<file path="src/rtl/cs_buf_pkg.sv">
package cs_buf_pkg;
  typedef enum logic {
    CH_A = 1'b0,
    CH_B = 1'b1
  } cs_chan_e;
endpackage

</file>
<file path="src/rtl/cs_frame_track.sv">
module cs_frame_track #(
  parameter int BLOCK_FRAMES = 192,
  localparam int CW = $clog2(BLOCK_FRAMES)
) (
  input  logic          clk_i,
  input  logic          rst_ni,
  input  logic          frm_valid_i,
  input  logic          frm_start_i,
  output logic          wr_en_o,
  output logic [CW-1:0] wr_idx_o,
  output logic          xfer_o
);
  localparam logic [CW-1:0] LAST = CW'(BLOCK_FRAMES - 1);

  logic [CW-1:0] cnt_q;
  logic          sync_q;
  logic          xfer_q;

  assign wr_en_o  = frm_valid_i;
  assign wr_idx_o = frm_start_i ? '0 : cnt_q;
  assign xfer_o   = xfer_q;

  always_ff @(posedge clk_i or negedge rst_ni) begin
    if (!rst_ni) begin
      cnt_q  <= '0;
      sync_q <= 1'b0;
      xfer_q <= 1'b0;
    end else begin
      xfer_q <= 1'b0;
      if (frm_valid_i) begin
        if (frm_start_i) begin
          cnt_q  <= CW'(1);
          sync_q <= 1'b1;
        end else if (cnt_q == '0) begin
          // wrapped without a start marker: alignment lost
          cnt_q  <= CW'(1);
          sync_q <= 1'b0;
        end else if (cnt_q == LAST) begin
          cnt_q  <= '0;
          xfer_q <= sync_q;
        end else begin
          cnt_q <= cnt_q + CW'(1);
        end
      end
    end
  end

  AST_XFER_PULSE: assert property (@(posedge clk_i) disable iff (!rst_ni)
    xfer_q |=> !xfer_q);
  AST_START_NO_XFER: assert property (@(posedge clk_i) disable iff (!rst_ni)
    (frm_valid_i && frm_start_i) |=> !xfer_q);
endmodule

</file>
<file path="src/rtl/cs_assemble.sv">
module cs_assemble #(
  parameter int BLOCK_FRAMES = 192,
  localparam int NBYTES = BLOCK_FRAMES / 8,
  localparam int CW = $clog2(BLOCK_FRAMES)
) (
  input  logic                   clk_i,
  input  logic                   rst_ni,
  input  logic                   wr_en_i,
  input  logic [CW-1:0]          wr_idx_i,
  input  logic                   cs_a_i,
  input  logic                   cs_b_i,
  output logic [NBYTES-1:0][7:0] asm_a_o,
  output logic [NBYTES-1:0][7:0] asm_b_o
);
  logic [BLOCK_FRAMES-1:0] bits_a_q, bits_b_q;

  always_ff @(posedge clk_i or negedge rst_ni) begin
    if (!rst_ni) begin
      bits_a_q <= '0;
      bits_b_q <= '0;
    end else if (wr_en_i) begin
      bits_a_q[wr_idx_i] <= cs_a_i;
      bits_b_q[wr_idx_i] <= cs_b_i;
    end
  end

  // flat index n maps to byte n/8, bit n%8
  assign asm_a_o = bits_a_q;
  assign asm_b_o = bits_b_q;
endmodule

</file>
<file path="src/rtl/cs_vis_buf.sv">
module cs_vis_buf
  import cs_buf_pkg::*;
#(
  parameter int BLOCK_FRAMES = 192,
  parameter int RSV_BYTES = 5,
  localparam int NBYTES = BLOCK_FRAMES / 8,
  localparam int AW = $clog2(NBYTES)
) (
  input  logic                   clk_i,
  input  logic                   rst_ni,
  input  logic                   xfer_i,
  input  logic                   reserve_i,
  input  logic [NBYTES-1:0][7:0] asm_a_i,
  input  logic [NBYTES-1:0][7:0] asm_b_i,
  input  logic                   wr_en_i,
  input  cs_chan_e               wr_ch_i,
  input  logic [AW-1:0]          wr_addr_i,
  input  logic [7:0]             wr_data_i,
  output logic [NBYTES-1:0][7:0] vis_a_o,
  output logic [NBYTES-1:0][7:0] vis_b_o
);
  for (genvar g = 0; g < NBYTES; g++) begin : g_byte
    localparam bit IS_RSV = (g < RSV_BYTES);
    logic hit;
    logic take;
    assign hit  = wr_en_i && (wr_addr_i == AW'(g));
    assign take = xfer_i && !(IS_RSV && reserve_i);

    always_ff @(posedge clk_i or negedge rst_ni) begin
      if (!rst_ni) begin
        vis_a_o[g] <= '0;
        vis_b_o[g] <= '0;
      end else begin
        if (take) begin
          vis_a_o[g] <= asm_a_i[g];
          vis_b_o[g] <= asm_b_i[g];
        end
        // host write has priority over the block copy
        if (hit && wr_ch_i == CH_A) vis_a_o[g] <= wr_data_i;
        if (hit && wr_ch_i == CH_B) vis_b_o[g] <= wr_data_i;
      end
    end

    AST_WR_WINS: assert property (@(posedge clk_i) disable iff (!rst_ni)
      (hit && wr_ch_i == CH_B) |=> (vis_b_o[g] == $past(wr_data_i)));

    if (IS_RSV) begin : g_rsv
      AST_RSV_HOLD: assert property (@(posedge clk_i) disable iff (!rst_ni)
        (xfer_i && reserve_i && !hit) |=> ($stable(vis_a_o[g]) && $stable(vis_b_o[g])));
    end
  end
endmodule

</file>
<file path="src/rtl/cs_read_port.sv">
module cs_read_port #(
  parameter int BLOCK_FRAMES = 192,
  localparam int NBYTES = BLOCK_FRAMES / 8,
  localparam int AW = $clog2(NBYTES)
) (
  input  logic                   clk_i,
  input  logic                   rst_ni,
  input  logic                   rd_req_i,
  input  logic                   pair_i,
  input  logic                   sel_i,
  input  logic [AW-1:0]          addr_i,
  input  logic [NBYTES-1:0][7:0] vis_a_i,
  input  logic [NBYTES-1:0][7:0] vis_b_i,
  output logic                   rvalid_o,
  output logic [7:0]             rdata_o
);
  logic       in_range;
  logic [7:0] byte_a, byte_b;
  logic       beat2_q;
  logic [7:0] hold_b_q;

  assign in_range = (32'(addr_i) < NBYTES);
  assign byte_a   = in_range ? vis_a_i[addr_i] : 8'h00;
  assign byte_b   = in_range ? vis_b_i[addr_i] : 8'h00;

  always_ff @(posedge clk_i or negedge rst_ni) begin
    if (!rst_ni) begin
      rvalid_o <= 1'b0;
      rdata_o  <= '0;
      beat2_q  <= 1'b0;
      hold_b_q <= '0;
    end else begin
      rvalid_o <= 1'b0;
      beat2_q  <= 1'b0;
      if (beat2_q) begin
        rvalid_o <= 1'b1;
        rdata_o  <= hold_b_q;
      end else if (rd_req_i) begin
        // both bytes snapshotted on the request edge
        rvalid_o <= 1'b1;
        rdata_o  <= (pair_i || !sel_i) ? byte_a : byte_b;
        hold_b_q <= byte_b;
        beat2_q  <= pair_i;
      end
    end
  end

  AST_RD_RESP: assert property (@(posedge clk_i) disable iff (!rst_ni)
    (rd_req_i && !beat2_q) |=> rvalid_o);
  AST_PAIR_SECOND: assert property (@(posedge clk_i) disable iff (!rst_ni)
    (rd_req_i && !beat2_q && pair_i) |=> ##1 rvalid_o);
  AST_BEAT2_PULSE: assert property (@(posedge clk_i) disable iff (!rst_ni)
    beat2_q |=> !beat2_q);
  AST_OOR_ZERO: assert property (@(posedge clk_i) disable iff (!rst_ni)
    (rd_req_i && !beat2_q && !in_range) |=> (rdata_o == 8'h00));
endmodule

</file>
<file path="src/rtl/cs_block_buffer.sv">
module cs_block_buffer
  import cs_buf_pkg::*;
#(
  parameter int BLOCK_FRAMES = 192,
  parameter int RSV_BYTES = 5,
  localparam int NBYTES = BLOCK_FRAMES / 8,
  localparam int AW = $clog2(NBYTES),
  localparam int CW = $clog2(BLOCK_FRAMES)
) (
  input  logic          clk_i,
  input  logic          rst_ni,
  input  logic          frm_valid_i,
  input  logic          frm_start_i,
  input  logic          cs_a_i,
  input  logic          cs_b_i,
  input  logic          reserve_i,
  input  logic          req_i,
  input  logic          we_i,
  input  logic          pair_i,
  input  logic          chan_sel_i,
  input  logic [AW-1:0] addr_i,
  input  logic [7:0]    wdata_i,
  output logic          rvalid_o,
  output logic [7:0]    rdata_o,
  output logic          xfer_o
);
  logic                   wr_en;
  logic [CW-1:0]          wr_idx;
  logic                   xfer;
  logic [NBYTES-1:0][7:0] asm_a, asm_b, vis_a, vis_b;
  cs_chan_e               ch;

  assign ch     = cs_chan_e'(chan_sel_i);
  assign xfer_o = xfer;

  cs_frame_track #(.BLOCK_FRAMES(BLOCK_FRAMES)) i_track (
    .clk_i, .rst_ni, .frm_valid_i, .frm_start_i,
    .wr_en_o(wr_en), .wr_idx_o(wr_idx), .xfer_o(xfer)
  );

  cs_assemble #(.BLOCK_FRAMES(BLOCK_FRAMES)) i_asm (
    .clk_i, .rst_ni, .wr_en_i(wr_en), .wr_idx_i(wr_idx),
    .cs_a_i, .cs_b_i, .asm_a_o(asm_a), .asm_b_o(asm_b)
  );

  cs_vis_buf #(.BLOCK_FRAMES(BLOCK_FRAMES), .RSV_BYTES(RSV_BYTES)) i_vis (
    .clk_i, .rst_ni, .xfer_i(xfer), .reserve_i,
    .asm_a_i(asm_a), .asm_b_i(asm_b),
    .wr_en_i(req_i && we_i), .wr_ch_i(ch), .wr_addr_i(addr_i), .wr_data_i(wdata_i),
    .vis_a_o(vis_a), .vis_b_o(vis_b)
  );

  cs_read_port #(.BLOCK_FRAMES(BLOCK_FRAMES)) i_rd (
    .clk_i, .rst_ni, .rd_req_i(req_i && !we_i), .pair_i, .sel_i(chan_sel_i),
    .addr_i, .vis_a_i(vis_a), .vis_b_i(vis_b), .rvalid_o, .rdata_o
  );
endmodule

</file>
<file path="config.mk">
export PLATFORM = sky130hd
export DESIGN_NAME = cs_block_buffer
export DESIGN_NICKNAME = d
export VERILOG_FILES = /design/src/rtl/cs_buf_pkg.sv /design/src/rtl/cs_frame_track.sv /design/src/rtl/cs_assemble.sv /design/src/rtl/cs_vis_buf.sv /design/src/rtl/cs_read_port.sv /design/src/rtl/cs_block_buffer.sv
export SDC_FILE = /design/constraint.sdc
export NUM_CORES = 1
export LEC_CHECK = 0
export BUFFER_PORTS_ARGS = -buffer_cell sky130_fd_sc_hd__buf_4
export CORE_MARGIN = 3
export CORE_UTILIZATION = 31
export CTS_CLUSTER_SIZE = 28
export DETAILED_ROUTE_END_ITERATION = 16
export GPL_ROUTABILITY_DRIVEN = 0
export SETUP_SLACK_MARGIN = 0.4
export SKIP_LAST_GASP = 1
export SLEW_MARGIN = 5
export SYNTH_ARGS = -nofsm -noshare
export SYNTH_HDL_FRONTEND = slang
export SYNTH_SLANG_ARGS = --single-unit
export TNS_END_PERCENT = 20
</file>
<file path="constraint.sdc">
create_clock -name clk_i -period 4.5 [get_ports clk_i]
set_input_delay 0.225 -clock clk_i [delete_from_list [all_inputs] [get_ports clk_i]]
set_output_delay 0.225 -clock clk_i [all_outputs]
set_load 0.02 [all_outputs]
</file>
---- After elaboration in Yosys (flattened, before gate mapping) ----
Cells that the tools add are included.
cells by class
  reductions and logical operators ........ 134
  eq/ne operators ......................... 24
  add/sub/neg operators ................... 1
  order comparisons ....................... 4
  bitwise operators ....................... 2
  multiplexer cells ....................... 123
operator list
  kind                                                        count
  2-to-1 mux 8 bit                                            107
  bitwise mux 192 bit                                         2
  nonzero test 2 bit                                          50
  binary-select mux 8 bit (select 5 bit)                      2
  logical AND 1 bit                                           76
  == test 5 x 4 -> 1 bit, second input constant               8
  == test 5 bit, second input constant                        8
  == test 5 x 3 -> 1 bit, second input constant               4
  2-to-1 mux 1 bit                                            11
  == test 5 x 2 -> 1 bit, second input constant               2
  less-than comparator 8 x 9 -> 1 bit, second input constant  1
  adder 8 x 1 -> 8 bit, second input constant                 1
  demux 1 bit (select 8 bit)                                  1
  == test 8 bit, second input constant                        1
  >= comparator 8 x 1 -> 1 bit, second input constant         1
  logical NOT 8 bit                                           1
  less-than comparator 5 x 6 -> 1 bit, second input constant  1
  == test 5 x 1 -> 1 bit, second input constant               1
  logical NOT 5 bit                                           1
  less-than comparator 5 bit, second input constant           1
  AND reduction 2 bit                                         2
  logical NOT 1 bit                                           3
  NOT 1 bit                                                   2
  logical OR 1 bit                                            1
storage, ports and cells
  output and inout port bits .............. 10
  logic and storage cells ................. 345
  input bits .............................. 24
  bits in registers ....................... 796

---- Longest topological paths before layout ----
  depth in word-level cells ............... 6
  gate-level depth with buffers ........... 9

---- By module ----
From an unflattened synthesis, not the netlist that was laid out.
unflattened totals
  cells, all modules ...................... 2802
  area, all modules ....................... 40417.5 um^2
by module, submodules not included
  module           area an instance (um^2)  instances  cells an instance  seq. area each (um^2)
  cs_vis_buf       19453.7                  1          1322               9609.2
  cs_assemble      16343.2                  1          1109               9609.2
  cs_read_port     4018.9                   1          307                450.4
  cs_frame_track   585.6                    1          62                 250.2
  cs_block_buffer  16.3                     1          2                  0.0

---- Least setup slack after synthesis ----
OpenSTA, ideal clock, no wires.
  path kind ............................... register -> register
  start ................................... register i_track.cnt_q[0]
  end ..................................... register i_asm.bits_a_q[104] (netlist: i_asm.asm_a_o[104])
  buffers on the path ..................... 2
  library setup time ...................... 0.125 ns
  cell stages (with the launch flop) ...... 8
  data required time ...................... 4.375 ns
  period minus slack after synthesis ...... 2.086 ns
  arrival ................................. 1.961 ns
  setup slack ............................. 2.414 ns
  cells stage by stage .................... dfrtp_1 > buf_2 > or3b_1 > clkbuf_1 > nor3_2 > nand2_1 > nor2_1 > mux2_2
between the ends
  word-level cells in the longest chain between the ends .. 6
  elaborated cells between the ends (all ways) .. 7
  those cells by class .................... order compare (2); mux (4); reduce/logical (1)
ends and longest elaborated chain
  item                                                                                                       RTL line              text
  from (decl)                                                                                                cs_frame_track.sv:15  logic [CW-1:0] cnt_q;
  from (signal assigned)                                                                                     cs_frame_track.sv:42  cnt_q <= cnt_q + CW'(1);
  2-to-1 mux 8 bit *                                                                                         cs_frame_track.sv:20  assign wr_idx_o = frm_start_i ? '0 : cnt_q;
  less-than comparator 8 x 9 -> 1 bit (not written as such) or >= comparator 8 x 1 -> 1 bit (tied branches)  cs_assemble.sv:22     bits_a_q[wr_idx_i] <= cs_a_i;
  logical AND 1 bit (not written as such)                                                                    cs_assemble.sv:22
  2-to-1 mux 1 bit (not written as such)                                                                     cs_assemble.sv:22
  demux 1 bit (select 8 bit) *                                                                               -
  bitwise mux 192 bit *                                                                                      cs_assemble.sv:22
  to (signal, indexed assignment)                                                                            cs_assemble.sv:22
  to (decl)                                                                                                  cs_assemble.sv:15     logic [BLOCK_FRAMES-1:0] bits_a_q, bits_b_q;
Mark *: on every way between the ends. The rest lies on a longest branch, timed or not.
A chain may end at the register's enable or synchronous reset.

---- Worst setup path in the final report ----
  start ................................... register i_track.cnt_q[3]
  end ..................................... register i_asm.bits_a_q[185] (netlist: i_asm.asm_a_o[185])
The elaborated chain is that of the path after synthesis.

==> impl_results.md <==
- Status: completed
- FMAX: 0.2551 GHz
- CTS Root Cell: clkbuf_16
- Top FF cell, synth: dfrtp_1
- Post-Synth XOR/XNOR Area: less than 1%
- Area grow syn2layout: 12.81%
- Largest family of logic cells by synthesized area: multiplexers
- Antenna violation net count after detailed routing: 0
- Post-synth EDFFs: 0
- Fin. max-slew vios: 0
- Register Area: between 0.015 and 0.02 mm2
- Crit path kind: reg -> reg
- First-pass GRT wire length: 172,100 um
- Vias per inst: around 5.2
- Post-synthesis adder-cell area fraction: 0.06633%
- Flop2flop setup slack: between 500 and 600 ps
- FF+latch count, synth: 796
- Synth Instances: roughly 3.2k
- Yosys top cell by area: dfrtp_1
- Final Cycle Share: just under 90%
- Die footprint: between 0.1 and 0.15 mm2
- DRC: 0
- Post-synth net total: between 3k and 4k
- Pwr Density: about 400 mW/mm2
- Initial antenna violation count: 4
- # H-tree levels: 3
- Core area: approximately 0.12 mm2
- DR WL/cell: about 24 um
- HP Class: in -> reg
- Critical path peak fanout: 15
- Netlist cell types: 63
- Commonest cells post-synth: dfrtp_1 (796), mux2i_1 (414), mux2_2 (403)
- Max Cap Viol: 0
- I/O pins: 34
- Vias after detailed routing: between 20k and 30k
- Max stage delay on crit path: 1080 ps
- Setup crit start kind: register
- Crit. End Element: register
- DR iter-0 viols: between 2k and 2.5k
- Most common cell in the netlist: dfrtp_1
- Hpwl dp: 71,700 um
- Initial Util: a little under a third
- Final setup viols: 0
- Clk_lat worst skew: between 600 and 700 ps
- Multiplexer share of the synthesized area: 28.29%
- Filler cells: ~12k
- Worst EP required: 5020 ps
- Synthesized area: ~0.038 mm2
- Crit path DAT: 4440 ps
- Largest net degree at the start of global routing: 128
- Multi-input logic area: roughly 0.017 mm2
- Total CTS buffers: 90
- Reg clk slew, reported paths: 60 ps
- Worst path cell trace: nand3b_1 -> nor3_1 -> nand2_1 -> nor2_1 -> mux2_2
- FFs w/ async S/R, synth: 100.0%
- RSZ-0062 raised after global routing: false
- TritonRoute pass-1 iters: 5
- Post-synth top area share: a little over half
- Setup total negative slack: 0 ps
- Worst-case clock buffer depth: 3
- Average size of a mapped cell: about 12 um2
- Total power: 17.12 mW
- Die Span Y: approximately 350 um
- Headroom to the max-slew limit: between 8 and 9%
- Setup bufs post-CTS: 0
- Final WL: roughly 120,000 um
- Port Buffers: 33
- TritonCTS clock tree: built
- Slowest cell on crit path: nor3_1
- Post-synthesis simple-gate area fraction: a little under a tenth
- Worst slew pin tran: roughly 1400 ps
- LEAKAGE: between 15 and 20 nW
- Share of layout cells above drive strength 1: between 20% and 30%
- Row cnt: 127
- Total GRT Usage: between 10% and 20%
- Clock Sink Count: 796
- Synth Area in Compound Gates: ~6.4%
- Register area share after synthesis: a little over half
- Hold Vio Cnt, Final: 0
- Worst hold slack: 46.20 ps
- Die width: 354.8 um
- GRT overflow: 0
- Final nets: 3,185
- Max Clock Skew: ~25 ps
- Period minus WS final: 3920 ps
- Largest cells by area after synthesis: dfrtp_1 (53%), mux2_2 (12%), mux2i_1 (11%), mux4_2 (4.5%), o21ai_0 (3.4%)
- Synthesis Warnings: 0
- Vias in the first global route: between 20k and 25k
- Peak VDD IR: 0.3178 mV
sequential cells by signal, summed over array words and instances, names as in the netlist:
name            cells
i_rd.hold_b_q       8
i_asm.asm_b_o     192
i_rd.rdata_o        8
i_rd.beat2_q        1
i_vis.vis_a_o     192
i_track.sync_q      1
i_track.cnt_q       8
i_asm.asm_a_o     192
i_vis.vis_b_o     192
i_rd.rvalid_o       1
i_track.xfer_o      1
metal layers:
layer  track usage [%]  routed length [um]
met3             3.408                7667
met4             5.483                3422
met2             27.09               50900
met1             26.49               53170
met5                 0                  16
path summary, 6_finish.rpt:
| check | startpoint | cells after the start | endpoint |
|---|---|---|---|
| min in group asynchronous | rst_ni | 2 | i_vis.vis_a_o[143] |
| min | req_i | 3 | i_rd.rvalid_o |
| max reg2reg | i_track.cnt_q[3] | 5 | i_asm.asm_a_o[185] |
| max | i_track.cnt_q[3] | 5 | i_asm.asm_a_o[185] |
| min reg2reg | i_rd.hold_b_q[6] | 2 | i_rd.hold_b_q[6] |
| max in group asynchronous | rst_ni | 3 | i_asm.asm_b_o[91] |
per-stage QoR:
stage / utilization (%) / std cells / setup slack (ps) / area (um2)
global route: 35.37 / 4836 / 635.4 / 42550
finish: 35.38 / 4838 / 580.5 / 42550
CTS: 35.37 / 4836 / 759.8 / 42550
floorplan: - / 3223 / 2414 / 37720
detailed placement: 32.83 / 4675 / 793.6 / 39500
global placement: 32.83 / 4675 / 839.1 / 39500
cell families after synthesis:
kind of cell,after synthesis
XOR/XNOR,5
multiplexers,904
flip-flops,796
buffers and inverters,264
adder cells (fa/ha/maj),2
AND/OR/NAND/NOR,796
AO/OA/AOI/OAI,456
where the power goes:
part,internal (mW),leakage [nW],switching (mW)
Clock,4.51,1.49,2.98
Combinational,0.635,5.69,0.982
Sequential,7.65,9.70,0.346
Total,12.8,16.9,4.31
final cells by class:
class | instances | share of cell area, %
timing repair buffer | 97 | 2.196
tap | 1612 | 4.740
multi-input combinational | 2163 | 39.06
clock inverter | 21 | 0.6468
inverter | 11 | 0.09703
antenna | 2 | 0.01176
clock buffer | 136 | 6.433
sequential | 796 | 46.82
critical path, delay by kind of cell, from the launching register on:
family,cells,cell delay [ps]
flops,1,640
simple gates,4,2760
mux,1,380
placed cells by master, fill, tap and decap left out, drive strengths merged, types with 6 or more instances in the layout:
cell    instances
or3             9
nand3          35
a221o           6
inv            12
nand3b          6
o21ai         267
a22oi           8
nand4           7
nor3b          10
clkinv         12
nand2b         13
clkbuf        137
nand2         318
and3            6
o211ai          9
mux2          404
nor4           12
and2           11
bufinv          6
nor2          327
a21oi         142
mux2i         414
mux4           86
dfrtp         796
buf            92
nor3           19
timing repair:
action,CTS,global route
gates resized for setup,0,0
hold endpoints to repair,73,0
hold buffers,4,0
No activity file was read; power rests on OpenSTA's default activity.
